**src/rtl/burst_col_pkg.sv**
```systemverilog
package burst_col_pkg;

  localparam int LEN_CODE_W = 3;
  localparam int FIXED_MAX_LOG2 = 3;

  typedef struct packed {
    logic load;
    logic advance;
    logic busy;
  } colStrobes_t;

  // log2 of the burst length selected by a length code
  function automatic int unsigned burstLog2(input logic [LEN_CODE_W-1:0] code,
                                            input logic ilv,
                                            input int unsigned colW);
    if (code[LEN_CODE_W-1]) begin
      if (ilv) return FIXED_MAX_LOG2;
      return colW;
    end
    return int'(code[1:0]);
  endfunction

  function automatic logic isFullPage(input logic [LEN_CODE_W-1:0] code,
                                      input logic ilv);
    return code[LEN_CODE_W-1] & ~ilv;
  endfunction

endpackage

```
**src/rtl/burst_col_ctrl.sv**
```systemverilog
module burst_col_ctrl
  import burst_col_pkg::*;
#(
  parameter int COL_W = 9
) (
  input  logic                  clk,
  input  logic                  rstN,
  input  logic                  startStb,
  input  logic                  stopStb,
  input  logic [LEN_CODE_W-1:0] lenCode,
  input  logic                  interleave,
  output colStrobes_t           stb,
  output logic                  active,
  output logic                  lastBeat
);

  logic             activeQ;
  logic             fullPageQ;
  logic [COL_W-1:0] beatsLeftQ;
  logic [COL_W-1:0] burstSpan;
  logic             atEnd;

  always_comb begin
    burstSpan = COL_W'((1 << burstLog2(lenCode, interleave, COL_W)) - 1);
  end

  assign atEnd = activeQ & ~fullPageQ & (beatsLeftQ == '0);

  always_ff @(posedge clk or negedge rstN) begin
    if (!rstN) begin
      activeQ    <= 1'b0;
      fullPageQ  <= 1'b0;
      beatsLeftQ <= '0;
    end else if (startStb) begin
      activeQ    <= 1'b1;
      fullPageQ  <= isFullPage(lenCode, interleave);
      beatsLeftQ <= burstSpan;
    end else if (activeQ) begin
      if (stopStb || atEnd) begin
        activeQ <= 1'b0;
      end else if (!fullPageQ) begin
        beatsLeftQ <= beatsLeftQ - 1'b1;
      end
    end
  end

  always_comb begin
    stb.load    = startStb;
    stb.advance = activeQ & ~startStb & ~stopStb & ~atEnd;
    stb.busy    = activeQ;
  end

  assign active   = activeQ;
  assign lastBeat = atEnd;

endmodule

```
**src/rtl/burst_col_datapath.sv**
```systemverilog
module burst_col_datapath
  import burst_col_pkg::*;
#(
  parameter int COL_W = 9
) (
  input  logic                  clk,
  input  logic                  rstN,
  input  colStrobes_t           stb,
  input  logic [COL_W-1:0]      startCol,
  input  logic [LEN_CODE_W-1:0] lenCode,
  input  logic                  interleave,
  output logic [COL_W-1:0]      col
);

  logic [COL_W-1:0] baseQ;
  logic [COL_W-1:0] offsetQ;
  logic [COL_W-1:0] maskQ;
  logic             ilvQ;
  logic [COL_W-1:0] maskNext;
  logic [COL_W-1:0] seqCol;
  logic [COL_W-1:0] ilvCol;
  logic [COL_W-1:0] sum;

  always_comb begin
    maskNext = COL_W'((1 << burstLog2(lenCode, interleave, COL_W)) - 1);
  end

  always_ff @(posedge clk or negedge rstN) begin
    if (!rstN) begin
      baseQ   <= '0;
      offsetQ <= '0;
      maskQ   <= '0;
      ilvQ    <= 1'b0;
    end else if (stb.load) begin
      baseQ   <= startCol;
      offsetQ <= '0;
      maskQ   <= maskNext;
      ilvQ    <= interleave;
    end else if (stb.advance) begin
      offsetQ <= offsetQ + 1'b1;
    end
  end

  assign sum = baseQ + offsetQ;

  // per-bit select: masked bits follow the order, the rest hold the base
  for (genvar b = 0; b < COL_W; b++) begin : g_bit
    assign seqCol[b] = maskQ[b] ? sum[b] : baseQ[b];
    assign ilvCol[b] = maskQ[b] ? (baseQ[b] ^ offsetQ[b]) : baseQ[b];
  end

  assign col = stb.busy ? (ilvQ ? ilvCol : seqCol) : '0;

endmodule

```
**src/rtl/burst_col_gen.sv**
```systemverilog
module burst_col_gen
  import burst_col_pkg::*;
#(
  parameter int COL_W = 9
) (
  input  logic                  clk,
  input  logic                  rstN,
  input  logic                  startStb,
  input  logic [COL_W-1:0]      startCol,
  input  logic [LEN_CODE_W-1:0] lenCode,
  input  logic                  interleave,
  input  logic                  stopStb,
  output logic [COL_W-1:0]      col,
  output logic                  active,
  output logic                  lastBeat
);

  colStrobes_t stb;

  burst_col_ctrl #(.COL_W(COL_W)) u_ctrl (
    .clk(clk), .rstN(rstN), .startStb(startStb), .stopStb(stopStb),
    .lenCode(lenCode), .interleave(interleave), .stb(stb),
    .active(active), .lastBeat(lastBeat)
  );

  burst_col_datapath #(.COL_W(COL_W)) u_dp (
    .clk(clk), .rstN(rstN), .stb(stb), .startCol(startCol),
    .lenCode(lenCode), .interleave(interleave), .col(col)
  );

endmodule

```
**config.mk**
```make
export PLATFORM = sky130hd
export DESIGN_NAME = burst_col_gen
export DESIGN_NICKNAME = d
export VERILOG_FILES = /design/src/rtl/burst_col_pkg.sv /design/src/rtl/burst_col_ctrl.sv /design/src/rtl/burst_col_datapath.sv /design/src/rtl/burst_col_gen.sv
export SDC_FILE = /design/constraint.sdc
export NUM_CORES = 1
export LEC_CHECK = 0
export BUFFER_PORTS_ARGS = -buffer_cell sky130_fd_sc_hd__buf_2
export CAP_MARGIN = 20
export CORE_MARGIN = 2
export CORE_UTILIZATION = 55
export DETAILED_ROUTE_END_ITERATION = 8
export GPL_ROUTABILITY_DRIVEN = 1
export HOLD_SLACK_MARGIN = 0.1
export PLACE_DENSITY_LB_ADDON = 0.25
export RECOVER_POWER = 100
export SYNTH_ARGS = -nofsm -noshare
export SYNTH_HDL_FRONTEND = slang
export SYNTH_SLANG_ARGS = --single-unit
```
**constraint.sdc**
```tcl
create_clock -name clk -period 4 [get_ports clk]
set_input_delay 0.2 -clock clk [delete_from_list [all_inputs] [get_ports clk]]
set_output_delay 0.2 -clock clk [all_outputs]
set_load 0.005 [all_outputs]
```
== After elaboration in Yosys (flattened, before gate mapping) ==
Cells that the tools add are included.

* Register bits after elaboration: 39
* Latch bits: 0
* Memory bits (writable): 0
* ROM bits: 0
* Output and inout bits: 11
* Word-level logic and storage cells: 75
* Memories kept: 0

* Add/subtract/negate cells: 4
* Multipliers: 0
* Divide/modulo/power cells: 0
* Order comparisons: 0
* Eq/ne operators: 2
* Shift operators: 1
* Multiplexer cells: 36
* Bitwise operators: 20
* Reductions and logical operators: 5

{| class="wikitable"
|+ Operators with widths
! kind !! count
|-
| $mux W9 || 8
|-
| $mux W32 || 2
|-
| $shl A1 B32 Y9 const A || 1
|-
| $mux W1 || 24
|-
| $add A9 B1 Y9 const B || 1
|-
| $add A9 B9 Y9 || 1
|-
| $logic_not A9 Y1 || 1
|-
| $sub A9 B1 Y9 const B || 1
|-
| $sub A9 B2 Y9 const B || 1
|-
| $xor A1 B1 Y1 || 9
|-
| $and A1 B1 Y1 || 6
|-
| $not A1 Y1 || 5
|-
| $mux W4 || 1
|-
| $ne A2 B2 Y1 const B || 2
|-
| $reduce_bool A2 Y1 || 2
|-
| $reduce_and A3 Y1 || 1
|-
| $mux W2 || 1
|-
| $logic_or A1 B1 Y1 || 1
|}

== Depth between registers and ports, before layout ==
* Depth after elaboration: 8
* Gate-level depth with buffers: 8

== Cells and area by module ==
From an unflattened synthesis, not the netlist that was laid out.

* Cell total of the unflattened synthesis: 227
* Area, all modules: 2,149.6 um2

{| class="wikitable"
|+ By module, submodules not included
! module !! times used !! cells an instance !! area an instance (um2) !! seq. area each (um2)
|-
| burst_col_datapath || 1 || 150 || 1,442.6 || 575.6
|-
| burst_col_ctrl || 1 || 77 || 706.9 || 275.3
|}

== Least setup slack after synthesis ==
No wires, ideal clock.

* Path type: reg2reg
* From: register u_ctrl.beatsLeftQ[6]
* To: register u_dp.offsetQ[5]
* Library setup time: 0.132 ns
* Arrival time: 1.838 ns
* Required time: 3.868 ns
* Path slack: 2.030 ns
* Cell stages (with the launch flop): 8
* Clock period less this slack: 1.970 ns
* Path through: dfrtp_1 -> or4_1 -> clkbuf_1 -> o41ai_2 -> buf_4 -> nor3_1 -> xnor2_1 -> nor2_1

* Word-level cells in the longest chain between the ends: 5

{| class="wikitable"
|+ RTL lines
! item !! RTL line !! source
|-
| start: declaration || burst_col_ctrl.sv:19 || <nowiki>logic [COL_W-1:0] beatsLeftQ;</nowiki>
|-
| start signal: assignment || burst_col_ctrl.sv:37 || <nowiki>beatsLeftQ <= burstSpan;</nowiki>
|-
| start signal: assignment || burst_col_ctrl.sv:42 || <nowiki>beatsLeftQ <= beatsLeftQ - 1'b1;</nowiki>
|-
| $logic_not A9 Y1 || burst_col_ctrl.sv:27 || <nowiki>assign atEnd = activeQ & ~fullPageQ & (beatsLeftQ == '0);</nowiki>
|-
| $and A1 B1 Y1 || burst_col_ctrl.sv:27 ||
|-
| $not A1 Y1 || burst_col_ctrl.sv:49 || <nowiki>stb.advance = activeQ & ~startStb & ~stopStb & ~atEnd;</nowiki>
|-
| $and A1 B1 Y1 || burst_col_ctrl.sv:49 ||
|-
| $reduce_bool A2 Y1 (no source line) || - ||
|-
| end signal: assignment || burst_col_datapath.sv:40 || <nowiki>offsetQ <= offsetQ + 1'b1;</nowiki>
|-
| end: declaration || burst_col_datapath.sv:16 || <nowiki>logic [COL_W-1:0] offsetQ;</nowiki>
|}

No other way between the ends.
A chain may end at the register's enable or synchronous reset.

== Worst setup path after layout ==
* From: register u_dp.offsetQ[0]
* To: output col[8]

* Word-level cells in the longest chain between the ends: 4

{| class="wikitable"
|+ RTL lines
! item !! RTL line !! source
|-
| $add A9 B9 Y9 || burst_col_datapath.sv:44 || <nowiki>assign sum = baseQ + offsetQ;</nowiki>
|-
| $mux W1 || burst_col_datapath.sv:48 || <nowiki>assign seqCol[b] = maskQ[b] ? sum[b] : baseQ[b];</nowiki>
|-
| $mux W9 (2 in a row) || burst_col_datapath.sv:52 || <nowiki>assign col = stb.busy ? (ilvQ ? ilvCol : seqCol) : '0;</nowiki>
|-
| end: declaration || burst_col_gen.sv:13 || <nowiki>output logic [COL_W-1:0] col,</nowiki>
|}

No other way between the ends.

==> results.yml <==
final_layout:
  nNetsFinal: 279
  post-route-util: 0.6360
  areaGrowthSynthToFinish_pct: 11.84
  drive_gt1_frac: 0.1355
  design_area_mm2: 0.002328
  antennaDiodeCount: 0
placement:
  place.gp.congestion: 0.8425
  io_buffers: 27
  place_hpwl_um: 3112
  placed_area_mm2: 0.002243
  place_ws_ps: 1442
clock_tree:
  cts_buffer_depth: 2
  clkLatencyLatePin_ps: 280
  path_clk_slew_ps: 70
  root_buffer: "clkbuf_8"
  cts_tree: "done"
  cts_resized: 0
  numClockSinks: 33
  holdBufCountCts: 1
  htreeDepth: 2
  cts_buffers: 5
  post_cts_buffers: 0
timing:
  relSlewSlack: -0.1964
  layout_setup_ws_ps: 1411
  worstMarginPinSlew_ps: 1795
  period_minus_slack_ps: 2589
  rsz0062_at_grt: "false"
  fin_skew_ps: 2.441
  tns_ps: 0
  drv_slew: 34
  setup_viol: 0
  fmax_mhz: 386.3
  period_share: 0.6472
  hold_violations: 0
detailed_routing:
  wire_per_inst_um: 14.32
  drtIter0Drc: 120
  finalWirelength_um: 4282
  antenna_left: 0
  firstDrtPassIters: 4
  avgViaCountPerCell: 5.706
  remaining_drc_errors: 0
  num_vias: 1706
setup_path:
  path_cells: "ha_1 > fa_1 > a211oi_1 > o21a_1 > nand2_1 > o21a_1 > o2111ai_1 > clkbuf_1"
  slowest_delay_ps: 430
  crit_required_ps: 3800
  critPathSlowestCell: "fa_1"
  crit_type: "register to primary output"
  cp_max_fo: 4
  rrSetupSlack_ps: 1620
  cp.arrival_ps: 2390
  cp_common_cell: "o21a_1"
  startpoint_type: "register"
  crit_path_end_kind: "primary output"
global_routing:
  grt_pass1_wl_um: 7527
  track_usage: 0.2320
  grt_max_degree: 34
  grt_pass1_vias: 1636
  antenna_found_initial: 0
  grt-ovfl-total: 0
power_and_ir_drop:
  p_total_uw: 814.2
  ir_drop_mv: 0.1993
  power_density_mw_per_mm2: 349.7
  leakagePower_uw: 0.0009649
synth:
  synthCells: 222
  synth_edf_count: 0
  ys_ff_latch: 33
  synth.distinct_cells: 42
  synth_area_mm2: 0.002082
  synthArstFlopShare: 1.000
  synth_top_area_share: 0.3966
  synth-main-ff-cell: "dfrtp_1"
  yosys-top-cells-area: "dfrtp_1 40%, ha_1 6.6%, mux2_2 5.4%, xnor2_1 4.6%, nor2_1 4.3%"
  yosysMostFrequentCell: "dfrtp_1"
  ys_warn_count: 0
  ys_seq_area_frac: 0.3966
  yosys-top-cells-count: "33 x dfrtp_1, 24 x nor2_1, 13 x a21oi_1, 13 x nand2_1"
  syn_nets: 251
  avgSynthCellArea_um2: 9.378
  synth_area_leader_cell: "dfrtp_1"
hold_path:
  min_path_type: "input port to register"
die:
  dieHeight_um: 65.53
  core_area_mm2: 0.003661
  start_util: 0.5687
  row_count: 22
  die_area_mm2: 0.004294
  io_pins: 28
  die_w_um: 65.53
job:
  maxCapViolations: 1
outcome:
  status: "finished, violations left"
  violations: "capacitance limit, slew limit"
## worst paths after layout
path	start	endpoint	cells after the start
max reg2reg	u_ctrl.beatsLeftQ[5]$_DFFE_PN0P_	u_dp.offsetQ[6]$_DFFE_PN0P_	6
max	u_dp.offsetQ[0]$_DFFE_PN0P_	col[8]	8
min	startCol[6]	u_dp.baseQ[6]$_DFFE_PN0P_	2
max in group asynchronous	rstN	u_dp.baseQ[7]$_DFFE_PN0P_	2
min reg2reg	u_dp.maskQ[2]$_DFFE_PN0P_	u_dp.maskQ[2]$_DFFE_PN0P_	1
min in group asynchronous	rstN	u_dp.maskQ[0]$_DFFE_PN0P_	2
## through the flow
stage,cells,hold WS (ps)
detailed placement,289,305.8
floorplan,222,-95.59
finish,299,146.4
CTS,298,136.8
global route,299,133.6
global placement,289,305.1
## layout make-up
cell class / count / area, um^2
clock buffers: 7 / 96.34
clock inverters: 1 / 5.005
fillers: 334 / 1333
inverters: 12 / 45.04
multi-input cells: 169 / 1162
flip-flops and latches: 33 / 825.8
well taps: 48 / 60.06
repair buffers: 29 / 133.9
## power by group
group          total, uW  switching [uW]  internal [uW]
Clock                276             120            155
Sequential           392            32.5            360
Combinational        146            77.3           68.8
Total                814             230            584
## layer usage
layer | GRT usage | vias up | part of all wire
met1 | 0.3127 | 817 | 0.46
met4 | 0.06250 | 0 | 0.0058
met2 | 0.3673 | 40 | 0.48
met5 | 0 | - | 0
met3 | 0.06507 | 2 | 0.054
li1 | - | 847 | -
## critical path: cells and delay by family (launching register included)
family	cells	cell delay [ps]
AOI/OAI and AO/OA	4	770
DFF	1	420
buffers and inverters	1	130
adders and majority gates	2	670
and+or+nand+nor	1	100
## cell families (layout without fill, tap and decap cells)
kind of cell / after synthesis / count (layout) / synth area share
buffers and inverters: 20 / 49 / 0.03786
multiplexers: 13 / 13 / 0.06851
adder cells (fa/ha/maj): 12 / 12 / 0.07572
AND/OR/NAND/NOR: 72 / 72 / 0.1713
AO/OA/AOI/OAI: 54 / 54 / 0.1743
flip-flops: 33 / 33 / 0.3966
XOR/XNOR: 18 / 18 / 0.07572
## state kept, by name (all words and copies together) (netlist names)
name               flops
u_ctrl.active          1
u_ctrl.beatsLeftQ      9
u_dp.baseQ             9
u_dp.ilvQ              1
u_dp.maskQ             4
u_dp.offsetQ           9
## placed cells by master, fill, tap and decap left out, types with 2 or more instances in the layout
cell type   n
a21boi_0    7
xnor2_1    11
nor2_1     24
o41ai_1     2
or3_1       6
mux2_2     10
xor2_1      7
mux2i_1     3
nor3b_1     2
dfrtp_1    33
nand3_1     6
nor4_1      3
nor2b_1     2
clkbuf_1   13
ha_1       11
or4_1       2
o21a_1      3
a211oi_1    4
nor3_1      7
clkbuf_8    7
nand2_1    13
o21ai_1     3
nand2b_1    2
o21ai_0    12
buf_2      14
inv_1      12
a21oi_1    13
o211ai_1    2
a311oi_1    2
Note: power is estimated with default switching activity, not from simulation.
